<file path="config.mk">
export PLATFORM = sky130hd
export DESIGN_NAME = irq_rate_gate
export DESIGN_NICKNAME = d
export VERILOG_FILES = /design/src/rtl/irq_gate_pkg.sv /design/src/rtl/irq_rst_sync.sv /design/src/rtl/irq_holdoff_cnt.sv /design/src/rtl/irq_flag_reg.sv /design/src/rtl/irq_rate_gate.sv
export SDC_FILE = /design/constraint.sdc
export NUM_CORES = 1
export LEC_CHECK = 0
export ABC_AREA = 1
export BUFFER_PORTS_ARGS = -buffer_cell sky130_fd_sc_hd__clkbuf_2
export CELL_PAD_IN_SITES_DETAIL_PLACEMENT = 2
export CELL_PAD_IN_SITES_GLOBAL_PLACEMENT = 2
export CORE_AREA = 3 3 56 58
export DETAILED_ROUTE_END_ITERATION = 7
export DIE_AREA = 0 0 59 61
export PLACE_DENSITY = 0.66
export SLEW_MARGIN = 25
export SYNTH_ARGS = -nofsm -noshare
export SYNTH_HDL_FRONTEND = slang
export SYNTH_SLANG_ARGS = --single-unit
</file>
<file path="constraint.sdc">
create_clock -name clk -period 0.8 [get_ports clk]
set_input_delay 0.16 -clock clk [delete_from_list [all_inputs] [get_ports clk]]
set_output_delay 0.16 -clock clk [all_outputs]
set_load 0.005 [all_outputs]
</file>
<file path="src/rtl/irq_gate_pkg.sv">
package irq_gate_pkg;
  localparam int unsigned DEF_CNT_W = 8;

  typedef struct packed {
    logic fire;   // deliver to the processor this cycle
    logic take;   // delivery consumes the pending interrupt
    logic park;   // request stored in the pending bit
  } gate_dec_t;
endpackage

</file>
<file path="src/rtl/irq_rst_sync.sv">
module irq_rst_sync (
  input  logic clk,
  input  logic rst_n,
  output logic rst_n_sync
);
  logic [1:0] sync_q;

  always_ff @(posedge clk or negedge rst_n) begin
    if (!rst_n) sync_q <= 2'b00;
    else        sync_q <= {sync_q[0], 1'b1};
  end

  assign rst_n_sync = sync_q[1];
endmodule

</file>
<file path="src/rtl/irq_holdoff_cnt.sv">
module irq_holdoff_cnt #(
  parameter int unsigned CNT_W = 8
) (
  input  logic             clk,
  input  logic             rst_n,
  input  logic             reload,
  input  logic [CNT_W-1:0] reload_val,
  output logic [CNT_W-1:0] cnt,
  output logic             cnt_zero
);
  logic             cnt_en;
  logic [CNT_W-1:0] cnt_nxt;

  always_comb begin
    cnt_zero = (cnt == '0);
    cnt_en   = reload | ~cnt_zero;
    cnt_nxt  = reload ? reload_val : (cnt - 1'b1);
  end

  always_ff @(posedge clk or negedge rst_n) begin
    if (!rst_n)      cnt <= '0;
    else if (cnt_en) cnt <= cnt_nxt;
  end
endmodule

</file>
<file path="src/rtl/irq_flag_reg.sv">
module irq_flag_reg (
  input  logic clk,
  input  logic rst_n,
  input  logic set,
  input  logic clr,
  output logic q
);
  logic q_en;
  logic q_nxt;

  always_comb begin
    q_en  = set | clr;
    q_nxt = set;          // set wins over a simultaneous clear
  end

  always_ff @(posedge clk or negedge rst_n) begin
    if (!rst_n)    q <= 1'b0;
    else if (q_en) q <= q_nxt;
  end
endmodule

</file>
<file path="src/rtl/irq_rate_gate.sv">
module irq_rate_gate
  import irq_gate_pkg::*;
#(
  parameter int unsigned CNT_W = DEF_CNT_W
) (
  input  logic             clk,
  input  logic             rst_n,
  input  logic             dev_req,
  input  logic             cpu_ack,
  input  logic             glb_en,
  input  logic             src_en,
  input  logic [CNT_W-1:0] interval,
  output logic             irq
);
  logic             rst_n_sync;
  logic [CNT_W-1:0] cnt;
  logic             cnt_zero;
  logic             pend;
  logic             ready;
  gate_dec_t        dec;

  irq_rst_sync u_rst (
    .clk        (clk),
    .rst_n      (rst_n),
    .rst_n_sync (rst_n_sync)
  );

  always_comb begin
    ready    = cnt_zero & glb_en & src_en;
    dec.fire = ready & (dev_req | pend);
    dec.take = dec.fire & pend;
    dec.park = dev_req & ~dec.fire & ~pend;
  end

  irq_holdoff_cnt #(.CNT_W(CNT_W)) u_cnt (
    .clk        (clk),
    .rst_n      (rst_n_sync),
    .reload     (dec.fire),
    .reload_val (interval),
    .cnt        (cnt),
    .cnt_zero   (cnt_zero)
  );

  irq_flag_reg u_pend (
    .clk   (clk),
    .rst_n (rst_n_sync),
    .set   (dec.park),
    .clr   (dec.take),
    .q     (pend)
  );

  irq_flag_reg u_irq (
    .clk   (clk),
    .rst_n (rst_n_sync),
    .set   (dec.fire),
    .clr   (cpu_ack),
    .q     (irq)
  );
endmodule

</file>
==> results.py <==
metrics = {
    "finish": {
        "areaGrowthSynthToFinish_pct": 60.8,
        "antennaDiodeCount": 0,
        "layout.cells.non_filler": 163,
        "utilization_pct": 40.8,
        "final_common_cell": "buf_4",
        "nets": 148,
        "drive_above_1_share_pct": 52.3,
        "layout_common_cells": "buf_4 (28), nand2_1 (16), clkbuf_2 (14)",
    },
    "min_path": {
        "hold_depth": 2,
        "hold_class": "in -> reg",
        "holdCritStartpoint": "cpu_ack",
        "hold_end": "u_irq.q",
    },
    "global_routing": {
        "grt_pass1_vias": 846,
        "grt_usage_pct": 16.0,
        "grt_pass1_wl_um": 4040,
        "antenna_found_initial": 0,
        "grt_max_degree": 11,
        "grt-ovfl-total": 0,
    },
    "cts": {
        "cts_tree": "done",
        "clkTransAtPathRegs_ps": 80,
        "cts.sinks": 12,
        "insertion_delay_ps": 280,
        "htree_levels": 1,
        "clockBufferDepth": 2,
        "cts_buffers": 3,
        "root_buffer": "clkbuf_4",
    },
    "detailed_routing": {
        "wl_per_cell_um": 14.9,
        "drt_wl_total_um": 2430,
        "drtPass1Iterations": 3,
        "routed_via_density": 4.61,
        "drtAntennaViolNets": 0,
        "drc": 0,
        "vias": 752,
        "drtIter0Drc": 3,
    },
    "worst_setup_path": {
        "critical_path_class": "reg -> reg",
        "start_kind": "flop",
        "rr_worst_depth": 6,
        "reg2reg_slack_ps": -540,
        "cp-end-kind": "flop",
        "path_buf_inv": 1,
        "required_ps": 960,
        "rr_endpoint": "u_cnt.cnt[1]",
        "path_cells": "nor2_4, nand2_2, nor2_8, buf_6, or2_1, nand3_1",
        "arrival_ps": 1490,
        "cp-startpoint": "u_cnt.cnt[2]",
        "crit_slowest_cell": "dfrtp_2",
        "cp_max_fo": 8,
        "timing.rr.start": "u_cnt.cnt[2]",
        "cpLargestDelayFamily": "simple AND/OR/NAND/NOR gates",
        "crit_path_max_incr_delay_ps": 450,
    },
    "die": {
        "rows": 19,
        "core_sq_um": 2710,
        "start_util_pct": 25.3,
        "fp.dieW_um": 59,
        "chipHeight_um": 61,
        "io_pins": 15,
        "dieArea_sq_um": 3600,
    },
    "timing": {
        "period_needed_ps": 1340,
        "grt_setup_unrepaired": "yes",
        "hold_viol_final": 0,
        "skew_ps": 3.04,
        "fin_ws_ps": -536,
        "final_min_period_over_clock_period_pct": 167,
        "setup_violations": 11,
        "max_freq_mhz": 749,
        "final_max_slew_viol_count": 0,
    },
    "yosys": {
        "synthCells": 85,
        "ys_warn_count": 0,
        "netlist_area_sq_um": 687,
        "syn_nets": 100,
        "seq_area_frac_synth_pct": 43.7,
        "syn_area_per_cell_sq_um": 8.08,
        "ys_ff_latch": 12,
        "synth.distinct_cells": 24,
    },
    "pwr": {
        "power.density_nw_per_um2": 1080,
        "leakage_uw": 0.000588,
        "max-vdd-ir-drop_uv": 721,
    },
    "place": {
        "place_congestion": 0.748,
        "dpl.hpwl_um": 1650,
        "dpl.cell_count": 149,
        "numPortBuffers": 14,
    },
    "job": {
        "maxCapViolCount": 0,
    },
    "run_status": {
        "status": "complete, but fails checks",
        "failed_checks": "setup timing",
    },
}
## logic make-up after synthesis
| logic type | Yosys count | share of synthesized area (%) |
|---|---|---|
| XOR/XNOR | 1 | 1.28 |
| AND/OR/NAND/NOR | 46 | 33.9 |
| flip-flops | 12 | 43.7 |
| buffers and inverters | 15 | 9.84 |
| adder cells (fa/ha/maj) | 1 | 1.82 |
| AO/OA/AOI/OAI | 9 | 8.93 |
| other | 1 | 0.546 |
## per-layer routing
layer | track usage (%) | share of wire (%)
met2 | 27.6 | 54
met4 | 8.74 | 2.6
met5 | 0 | 0
met1 | 18.9 | 41
met3 | 2.55 | 1.7
## synth_stat cells
master | n | area share (%)
o21ai_2 | 1 | 1.3
inv_1 | 10 | 5.5
or2_1 | 1 | 0.91
nand2_1 | 17 | 9.3
nor2_1 | 8 | 4.4
nor2_8 | 1 | 2.9
nor2_2 | 2 | 1.8
o31ai_2 | 1 | 1.8
o21ai_1 | 2 | 1.5
nand3_2 | 1 | 1.5
a21oi_1 | 1 | 0.73
o31ai_1 | 1 | 1.1
o21ai_0 | 2 | 1.5
buf_8 | 1 | 2.2
nor3_1 | 1 | 0.73
conb_1 | 1 | 0.55
dfrtp_1 | 12 | 44
nand2_2 | 2 | 1.8
ha_1 | 1 | 1.8
nand4_1 | 6 | 5.5
nand3_1 | 7 | 5.1
o211ai_1 | 1 | 1.1
xor2_1 | 1 | 1.3
inv_2 | 4 | 2.2
## layout make-up
class                           count  area (sq um)
Tap cell                           31          38.8
Sequential cell                    12           302
Clock buffer                        4          36.3
Multi-Input combinational cell     58           374
Fill cell                         309          1610
Inverter                           14          52.6
Timing Repair Buffer               44           302
## power by group
part	total, uW	switching, uW	leakage, uW	internal, uW
registers	612	1.52	0.000137	611
clock network	503	226	0.0000210	277
logic	81.6	38.9	0.000430	42.7
## metrics by stage
step                      power (uW)  hold slack, ps  TNS, ps  worst slack [ps]  area, sq um
final                           1200            42.9    -5020              -536         1100
after floorplan                  642            -136    -3110              -367          704
after global placement           701           -52.6    -4510              -508          948
after detailed placement         703           -52.9    -4710              -563          948
after CTS                       1210            44.8    -5010              -534         1070
after global routing            1270            54.3    -5730              -597         1100
## timing repair
item / CTS / global route
endpoints found under the setup margin: 11 / 11
hold endpoints to repair: 2 / 0
hold buffers: 1 / 0
buffers inserted: 7 / 2
pin swaps: 5 / 5
gates resized for setup: 7 / 5
## registers in the layout, summed over array words and instances (netlist names)
register,cells
u_irq.q,1
u_rst.sync_q,2
u_pend.q,1
u_cnt.cnt,8
## how the worst max path moves through the flow
stage / endpoint / slack (ps) / cells past startpoint
after detailed placement: u_cnt.cnt[3] / -560 / 6
after global routing: u_cnt.cnt[1] / -600 / 6
after floorplan: u_cnt.cnt[6] / -370 / 8
after global placement: u_cnt.cnt[3] / -510 / 6
final: u_cnt.cnt[1] / -540 / 6
after CTS: u_cnt.cnt[1] / -530 / 7
No activity file was read; power rests on OpenSTA's default activity.
